$ cat config.mk
export PLATFORM = sky130hd
export DESIGN_NAME = queryDispatcher
export DESIGN_NICKNAME = d
export VERILOG_FILES = /design/src/rtl/qdPkg.sv /design/src/rtl/qdMissQueue.sv /design/src/rtl/qdData.sv /design/src/rtl/qdCtrl.sv /design/src/rtl/queryDispatcher.sv
export SDC_FILE = /design/constraint.sdc
export NUM_CORES = 1
export LEC_CHECK = 0
export BUFFER_PORTS_ARGS = -buffer_cell sky130_fd_sc_hd__buf_4
export CAP_MARGIN = 20
export CORE_AREA = 2 2 144 104
export CTS_BUF_LIST = sky130_fd_sc_hd__clkbuf_8 sky130_fd_sc_hd__clkbuf_16
export DETAILED_ROUTE_END_ITERATION = 16
export DIE_AREA = 0 0 146 106
export SLEW_MARGIN = 20
export SYNTH_ARGS = -nofsm -noshare
export SYNTH_HDL_FRONTEND = slang
export SYNTH_SLANG_ARGS = --single-unit
export TNS_END_PERCENT = 20
$ cat constraint.sdc
create_clock -name clk -period 4.8 [get_ports clk]
set_input_delay 0.24 -clock clk [delete_from_list [all_inputs] [get_ports clk]]
set_output_delay 0.24 -clock clk [all_outputs]
set_load 0.1 [all_outputs]
$ cat src/rtl/qdPkg.sv
package qdPkg;

  // Per-cycle strobes from the control module to the datapath.
  typedef struct packed {
    logic inPush;     // accept a request into the input queue
    logic issue;      // head request looked up in cache, leaves input queue
    logic missPush;   // issued head missed: enqueue pending search
    logic hitLog;     // issued head hit: register a hit completion
    logic missPop;    // oldest pending miss becomes the active search
    logic searchClr;  // active search finished: register miss completion
  } qdStrobe_t;

endpackage

$ cat src/rtl/qdMissQueue.sv
// Pending-miss FIFO. Every valid entry is compared with a probe identifier
// in the same cycle. Depth must be a power of two.
module qdMissQueue #(
  parameter int IdW   = 8,
  parameter int TagW  = 4,
  parameter int Depth = 4
) (
  input  logic            clk,
  input  logic            rstN,
  input  logic            push,
  input  logic            pop,
  input  logic [IdW-1:0]  pushId,
  input  logic [TagW-1:0] pushTag,
  input  logic [IdW-1:0]  probeId,
  output logic [IdW-1:0]  headId,
  output logic [TagW-1:0] headTag,
  output logic            empty,
  output logic            full,
  output logic            probeHit
);
  localparam int PtrW = (Depth > 1) ? $clog2(Depth) : 1;
  localparam int CntW = $clog2(Depth + 1);

  logic [IdW-1:0]  idMem  [Depth];
  logic [TagW-1:0] tagMem [Depth];
  logic [PtrW-1:0] rdPtr, wrPtr;
  logic [CntW-1:0] count;
  logic [Depth-1:0] matchVec;

  assign empty   = (count == '0);
  assign full    = (count == CntW'(Depth));
  assign headId  = idMem[rdPtr];
  assign headTag = tagMem[rdPtr];

  for (genvar i = 0; i < Depth; i++) begin : g_probe
    logic [PtrW-1:0] offset;
    logic            live;
    assign offset      = PtrW'(i) - rdPtr;
    assign live        = (CntW'(offset) < count);
    assign matchVec[i] = live && (idMem[i] == probeId);
  end

  assign probeHit = |matchVec;

  always_ff @(posedge clk) begin
    if (push) begin
      idMem[wrPtr]  <= pushId;
      tagMem[wrPtr] <= pushTag;
    end
  end

  always_ff @(posedge clk) begin
    if (!rstN) begin
      rdPtr <= '0;
      wrPtr <= '0;
      count <= '0;
    end else begin
      if (push) wrPtr <= wrPtr + 1'b1;
      if (pop)  rdPtr <= rdPtr + 1'b1;
      case ({push, pop})
        2'b10:   count <= count + 1'b1;
        2'b01:   count <= count - 1'b1;
        default: count <= count;
      endcase
    end
  end

  // never written while full
  p_no_overflow_r8: assert property (@(posedge clk) disable iff (!rstN)
    full |-> !push);
  // a search never starts from an empty queue
  p_no_underflow_r5: assert property (@(posedge clk) disable iff (!rstN)
    empty |-> !pop);

endmodule

$ cat src/rtl/qdData.sv
// Datapath: input queue, pending-miss queue, active search registers,
// in-flight identifier comparison and completion registers.
module qdData
  import qdPkg::*;
#(
  parameter int IdW       = 8,
  parameter int TagW      = 4,
  parameter int InDepth   = 4,
  parameter int MissDepth = 4
) (
  input  logic            clk,
  input  logic            rstN,
  input  qdStrobe_t       strb,
  input  logic            activeValid,
  input  logic [IdW-1:0]  reqId,
  input  logic [TagW-1:0] reqTag,
  output logic            inEmpty,
  output logic            inFull,
  output logic            missEmpty,
  output logic            missFull,
  output logic            headConflict,
  output logic [IdW-1:0]  cacheKey,
  output logic [IdW-1:0]  srchId,
  output logic            hitDone,
  output logic [TagW-1:0] hitTag,
  output logic            missDone,
  output logic [TagW-1:0] missTag
);
  localparam int InPtrW = (InDepth > 1) ? $clog2(InDepth) : 1;
  localparam int InCntW = $clog2(InDepth + 1);

  logic [IdW-1:0]    inId  [InDepth];
  logic [TagW-1:0]   inTag [InDepth];
  logic [InPtrW-1:0] inRd, inWr;
  logic [InCntW-1:0] inCnt;
  logic [IdW-1:0]    headId;
  logic [TagW-1:0]   headTag;
  logic [IdW-1:0]    actId;
  logic [TagW-1:0]   actTag;
  logic [IdW-1:0]    missHeadId;
  logic [TagW-1:0]   missHeadTag;
  logic              queuedMatch;

  assign inEmpty  = (inCnt == '0);
  assign inFull   = (inCnt == InCntW'(InDepth));
  assign headId   = inId[inRd];
  assign headTag  = inTag[inRd];
  assign cacheKey = headId;
  assign srchId   = missHeadId;

  always_ff @(posedge clk) begin
    if (strb.inPush) begin
      inId[inWr]  <= reqId;
      inTag[inWr] <= reqTag;
    end
  end

  always_ff @(posedge clk) begin
    if (!rstN) begin
      inRd  <= '0;
      inWr  <= '0;
      inCnt <= '0;
    end else begin
      if (strb.inPush) inWr <= inWr + 1'b1;
      if (strb.issue)  inRd <= inRd + 1'b1;
      case ({strb.inPush, strb.issue})
        2'b10:   inCnt <= inCnt + 1'b1;
        2'b01:   inCnt <= inCnt - 1'b1;
        default: inCnt <= inCnt;
      endcase
    end
  end

  qdMissQueue #(.IdW(IdW), .TagW(TagW), .Depth(MissDepth)) missQ (
    .clk      (clk),
    .rstN     (rstN),
    .push     (strb.missPush),
    .pop      (strb.missPop),
    .pushId   (headId),
    .pushTag  (headTag),
    .probeId  (headId),
    .headId   (missHeadId),
    .headTag  (missHeadTag),
    .empty    (missEmpty),
    .full     (missFull),
    .probeHit (queuedMatch)
  );

  assign headConflict = !inEmpty &&
                        (queuedMatch || (activeValid && (actId == headId)));

  always_ff @(posedge clk) begin
    if (strb.missPop) begin
      actId  <= missHeadId;
      actTag <= missHeadTag;
    end
  end

  always_ff @(posedge clk) begin
    if (!rstN) begin
      hitDone  <= 1'b0;
      hitTag   <= '0;
      missDone <= 1'b0;
      missTag  <= '0;
    end else begin
      hitDone  <= strb.hitLog;
      missDone <= strb.searchClr;
      if (strb.hitLog)    hitTag  <= headTag;
      if (strb.searchClr) missTag <= actTag;
    end
  end

  // a conflicting head never issues
  p_stall_conflict_r7: assert property (@(posedge clk) disable iff (!rstN)
    headConflict |-> !strb.issue);
  // the input queue never overflows
  p_in_no_overflow_r2: assert property (@(posedge clk) disable iff (!rstN)
    inFull |-> !strb.inPush);

endmodule

$ cat src/rtl/qdCtrl.sv
// Control: issue decision, search sequencing and active-search state.
module qdCtrl
  import qdPkg::*;
(
  input  logic      clk,
  input  logic      rstN,
  input  logic      reqValid,
  input  logic      inEmpty,
  input  logic      inFull,
  input  logic      missEmpty,
  input  logic      missFull,
  input  logic      headConflict,
  input  logic      cacheHit,
  input  logic      srchDone,
  output logic      reqReady,
  output logic      cacheLookup,
  output logic      srchStart,
  output logic      activeValid,
  output qdStrobe_t strb
);
  logic canIssue;

  assign reqReady    = !inFull && !missFull;
  assign canIssue    = !inEmpty && !headConflict && !missFull;
  assign cacheLookup = canIssue;
  assign srchStart   = !activeValid && !missEmpty;

  always_comb begin
    strb           = '0;
    strb.inPush    = reqValid && reqReady;
    strb.issue     = canIssue;
    strb.missPush  = canIssue && !cacheHit;
    strb.hitLog    = canIssue && cacheHit;
    strb.missPop   = srchStart;
    strb.searchClr = srchDone && activeValid;
  end

  always_ff @(posedge clk) begin
    if (!rstN)               activeValid <= 1'b0;
    else if (strb.missPop)   activeValid <= 1'b1;
    else if (strb.searchClr) activeValid <= 1'b0;
  end

  // searches are serial; a start is never followed directly by another
  p_serial_search_r5: assert property (@(posedge clk) disable iff (!rstN)
    srchStart |=> !srchStart);
  // the searcher only reports completion of an active search
  p_done_needs_active_r6: assert property (@(posedge clk) disable iff (!rstN)
    srchDone |-> activeValid);

endmodule

$ cat src/rtl/queryDispatcher.sv
module queryDispatcher
  import qdPkg::*;
#(
  parameter int IdW       = 8,
  parameter int TagW      = 4,
  parameter int InDepth   = 4,
  parameter int MissDepth = 4
) (
  input  logic            clk,
  input  logic            rstN,
  input  logic            reqValid,
  output logic            reqReady,
  input  logic [IdW-1:0]  reqId,
  input  logic [TagW-1:0] reqTag,
  output logic            cacheLookup,
  output logic [IdW-1:0]  cacheKey,
  input  logic            cacheHit,
  output logic            srchStart,
  output logic [IdW-1:0]  srchId,
  input  logic            srchDone,
  output logic            hitDone,
  output logic [TagW-1:0] hitTag,
  output logic            missDone,
  output logic [TagW-1:0] missTag
);
  qdStrobe_t strb;
  logic inEmpty, inFull, missEmpty, missFull, headConflict, activeValid;

  qdCtrl ctrl (
    .clk          (clk),
    .rstN         (rstN),
    .reqValid     (reqValid),
    .inEmpty      (inEmpty),
    .inFull       (inFull),
    .missEmpty    (missEmpty),
    .missFull     (missFull),
    .headConflict (headConflict),
    .cacheHit     (cacheHit),
    .srchDone     (srchDone),
    .reqReady     (reqReady),
    .cacheLookup  (cacheLookup),
    .srchStart    (srchStart),
    .activeValid  (activeValid),
    .strb         (strb)
  );

  qdData #(.IdW(IdW), .TagW(TagW), .InDepth(InDepth), .MissDepth(MissDepth)) data (
    .clk          (clk),
    .rstN         (rstN),
    .strb         (strb),
    .activeValid  (activeValid),
    .reqId        (reqId),
    .reqTag       (reqTag),
    .inEmpty      (inEmpty),
    .inFull       (inFull),
    .missEmpty    (missEmpty),
    .missFull     (missFull),
    .headConflict (headConflict),
    .cacheKey     (cacheKey),
    .srchId       (srchId),
    .hitDone      (hitDone),
    .hitTag       (hitTag),
    .missDone     (missDone),
    .missTag      (missTag)
  );

endmodule

* Word level (Yosys, flattened, before mapping)
Memories as Yosys holds them, arrays and structs flattened. A register that Yosys moved wholly into a read port is not among the register bits. Cells that the tools add are included.
Word-level totals: bits of input ports 17, memories kept 4, word-level logic and storage cells 85, output and inout port bits 29, RAM bits 96, register bits after elaboration 33
Cells by class: mux-type cells 14, equal/unequal tests 11, order comparisons 4, add/sub/neg operators 12, reductions and logical operators 28
Memories:
- data.inId | depth 4, bits a word 8, rd ports 1, clocked after Yosys merged registers in 1, wr ports 1, RTL line qdData.sv:32 | logic [IdW-1:0] inId [InDepth];
- data.missQ.idMem | depth 4, bits a word 8, rd ports 5, clocked after Yosys merged registers in 1, wr ports 1, RTL line qdMissQueue.sv:24 | logic [IdW-1:0] idMem [Depth];
- data.inTag | depth 4, bits a word 4, rd ports 1, clocked after Yosys merged registers in 1, wr ports 1, RTL line qdData.sv:33 | logic [TagW-1:0] inTag [InDepth];
- data.missQ.tagMem | depth 4, bits a word 4, rd ports 1, clocked after Yosys merged registers in 1, wr ports 1, RTL line qdMissQueue.sv:25 | logic [TagW-1:0] tagMem [Depth];
Operators by type and width (number):
- equality test 8 bit | 5
- logical AND 1 bit | 14
- less-than comparator 2 x 3 -> 1 bit | 4
- 2-to-1 mux 2 bit | 6
- case mux 3 bit (2 select lines) | 2
- adder 2 x 1 -> 2 bit (second input constant) | 4
- zero test 1 bit | 7
- adder 3 x 1 -> 3 bit (second input constant) | 2
- equality test 3 bit (second input constant) | 2
- zero test 3 bit | 2
- 2-to-1 mux 1 bit | 6
- nonzero test 2 bit | 3
- subtractor 3 x 1 -> 3 bit (second input constant) | 2
- equality test 2 x 1 -> 1 bit (second input constant) | 2
- equality test 2 bit (second input constant) | 2
- OR reduction 4 bit | 1
- subtractor 1 x 2 -> 2 bit (first input constant) | 2
- subtractor 2 bit (first input constant) | 2
- logical OR 1 bit | 1

* Depth between registers and ports, before layout
depth after elaboration 12, gate-level depth with buffers 17, depth with buffers taken out 15

* Hierarchy
From an unflattened synthesis, not the netlist that was laid out.
Unflattened totals: cell total of the unflattened synthesis 354, area total of the unflattened synthesis 5851.9 µm²
Modules (own cells, without submodules):
- qdData | times used 1, area an instance 3093.0 µm², seq. area each 2182.1 µm², cells each 175
- qdMissQueue | times used 1, area an instance 2662.6 µm², seq. area each 1621.6 µm², cells each 167
- qdCtrl | times used 1, area an instance 96.3 µm², seq. area each 20.0 µm², cells each 12

* Least setup slack after synthesis
No wires, ideal clock.
kind register to register, start reg (tool-made name), end reg data.inCnt[2], setup slack 448 ps, stages on the path, launching flop included 17, arrival 4276 ps, period minus slack after synthesis 4352 ps, setup time 76 ps, buffers on the path 3, data required time 4724 ps, path through dfxtp_1 > buf_6 > buf_8 > mux4_2 > xnor2_1 > nand4_1 > nor4_1 > a31o_1 > or3_1 > buf_2 > inv_1 > ha_1 > inv_1 > fa_1 > xor2_1 > or3_1 > a21boi_0
RTL lines:
- end signal: assignment | RTL line qdData.sv:67 | 2'b10: inCnt <= inCnt + 1'b1;
- end signal: assignment | RTL line qdData.sv:68 | 2'b01: inCnt <= inCnt - 1'b1;
- end signal: assignment | RTL line qdData.sv:69 | default: inCnt <= inCnt;
- end: declaration | RTL line qdData.sv:35 | logic [InCntW-1:0] inCnt;

==> impl_metrics.json <==
{
  "status": "finished clean",
  "synth_top_flop_cell": "edfxtp_1",
  "synth-seq-area-share_pct": 61.5,
  "required_ps": 5140,
  "num_rows": 37,
  "yosys_warnings": 0,
  "detail_route.iter0.violations": 193,
  "synth_top_area_share_pct": 52.2,
  "synthesis.area_um2": 6220,
  "grt_max_degree": 39,
  "die-area_um2": 15500,
  "postCtsSetupBuffers": 0,
  "syn_inst": 417,
  "die_h_um": 106,
  "grt_pass1_vias": 3521,
  "antenna_found_initial": 0,
  "maxCapViolCount": 0,
  "drv_slew": 0,
  "cts_hold_buffers": 0,
  "setup_violations": 0,
  "vias": 3554,
  "cp-start-kind": "register",
  "crit_path_end_kind": "register",
  "fmax_ghz": 0.243,
  "gp_congestion": 0.824,
  "insertion_delay_ps": 420,
  "post_cts_resized": 0,
  "layout_min_cycle_time_ps": 4110,
  "rsz0062_at_grt": "false",
  "drt-wirelength-per-cell_um": 19.7,
  "min_from": "reqId[0]",
  "synth-seq-cells": 137,
  "vias_per_cell": 5.31,
  "regToRegEndpoint": "data.inCnt[2]",
  "firstDrtPassIters": 4,
  "pin_count": 46,
  "synth_fp_nets": 450,
  "yosys.area.top_type": "edfxtp_1",
  "crit_arrival_ps": 4450,
  "final_common_cell": "edfxtp_1",
  "clock_sinks": 137,
  "initial_core_util_pct": 43.6,
  "fin_tns_setup_ps": 0,
  "fin_crit_sh_pct": 85.6,
  "max_slew_margin_pct": 43.4,
  "detail-route-antenna-nets": 0,
  "whs_path_depth": 1,
  "synth_edf_count": 108,
  "root_buffer": "clkbuf_16",
  "dpl.hpwl_um": 9090,
  "ys_types": 45,
  "hold_end": "data.inId[2][0]",
  "n_antenna_cell": 0,
  "clkTransAtPathRegs_ps": 70,
  "cts-buffers-inserted": 17,
  "die_w_um": 146,
  "cts_tree": "yes",
  "avgSynthCellArea_um2": 14.9,
  "final_core_util_pct": 50.5,
  "area_growth_pct": 15.9,
  "async_flop_share_pct": 0,
  "crit_fanout": 11,
  "drive_above_1_share_pct": 22.8,
  "cts.path.max_buffers": 2,
  "final_hold_viol_count": 0,
  "grt_pass1_wl_um": 20400,
  "rr_worst_depth": 13,
  "tightestPinTransition_ps": 849,
  "hold_path_class": "in2reg",
  "grtUsageTotal_pct": 17.9,
  "synth_area_leaders": "edfxtp_1, dfxtp_1, mux4_2",
  "routed_wirelength_um": 13200,
  "h-tree-depth": 4,
  "layout_common_cells": "edfxtp_1, buf_4, xnor2_1",
  "r2r_slack_ps": 690,
  "skew_ps": 9.36,
  "port_buffers": 45,
  "nNetsFinal": 494,
  "path_class": "reg2reg",
  "coreArea_um2": 14300,
  "grt.overflow.total": 0,
  "drcViolationCount": 0
}
## sequential cells by signal, indices dropped and copies added (netlist names), 2 cells and up, named ones only
signal,cells
data.missQ.wrPtr,2
data.inId,32
data.missQ.idMem,32
data.actId,8
data.missQ.tagMem,16
data.hitTag,4
data.missTag,4
data.missQ.rdPtr,2
data.actTag,4
data.missQ.count,3
data.inCnt,3
data.inRd,2
data.inTag,16
data.inWr,2
## synthesized netlist by cell type (6+ instances only)
cell / instances
a21boi_0: 7
a21oi_1: 6
and2_1: 13
buf_2: 6
buf_4: 9
dfxtp_1: 29
edfxtp_1: 108
ha_1: 14
inv_1: 19
mux2i_1: 17
mux4_2: 22
nand2_1: 24
nand3_1: 15
nor2_1: 6
o211ai_1: 10
o21ai_0: 6
xnor2_1: 32
xor2_1: 19
## how the worst max path moves through the flow
stage                     slack (ps)  cells past startpoint  startpoint       endpoint
after CTS                        660                     13    register  data.inCnt[2]
final                            690                     13    register  data.inCnt[2]
after global placement           730                     13    register  data.inCnt[2]
after floorplan                  450                     16    register  data.inCnt[2]
after detailed placement         690                     13    register  data.inCnt[2]
after global routing             360                     14    register  data.inCnt[2]
## cells by family (layout without fill, tap and decap cells)
family	count (synthesis)	count (layout)	share of synthesized area, %
buf+inv	45	102	4.04
compound gates	45	45	5.23
mux	41	41	11.6
xor+xnor	51	51	7.18
simple gates	82	82	7.02
fa+ha+maj	16	16	3.46
flops	137	137	61.5
## metrics by stage
step                hold WS [ps]  area [µm²]  worst slack (ps)  instances
global route                3.78        7210               364        669
floorplan                    339        6220               448        417
global placement             438        6660               732        637
finish                      20.8        7210               689        669
CTS                         11.7        7210               664        669
detailed placement           446        6660               693        637
## final cells by class
| cell class | count | area (µm²) |
|---|---|---|
| flip-flops and latches | 137 | 3820 |
| inverters | 19 | 71.3 |
| multi-input cells | 235 | 2140 |
| repair buffers | 51 | 383 |
| well taps | 195 | 244 |
| fillers | 1227 | 7050 |
| clock inverters | 15 | 116 |
| clock buffers | 17 | 425 |
## per-layer routing
| metal | vias up | wire length, µm | share of wire, % | GRT usage (%) |
|---|---|---|---|---|
| li1 | 1653 | - | - | - |
| met1 | 1779 | 6610 | 50 | 26.9 |
| met2 | 116 | 5610 | 43 | 24.7 |
| met3 | 6 | 889 | 6.7 | 6.39 |
| met4 | 0 | 76 | 0.58 | 4.44 |
| met5 | - | 0 | 0 | 0 |
## critical path, stage by stage (launching register included)
cell      delay [ps]
dfxtp_1          690
mux4_2           760
xnor2_1          200
o21ai_0          180
a21oi_1           80
a31o_2           340
or3_1            470
inv_1            110
ha_1             180
inv_1             60
fa_1             370
xor2_1           150
or3_1            300
a21boi_0         150
Power is not shown: default switching activity piles up to over one toggle a cycle in this logic, so the estimate is an artifact.
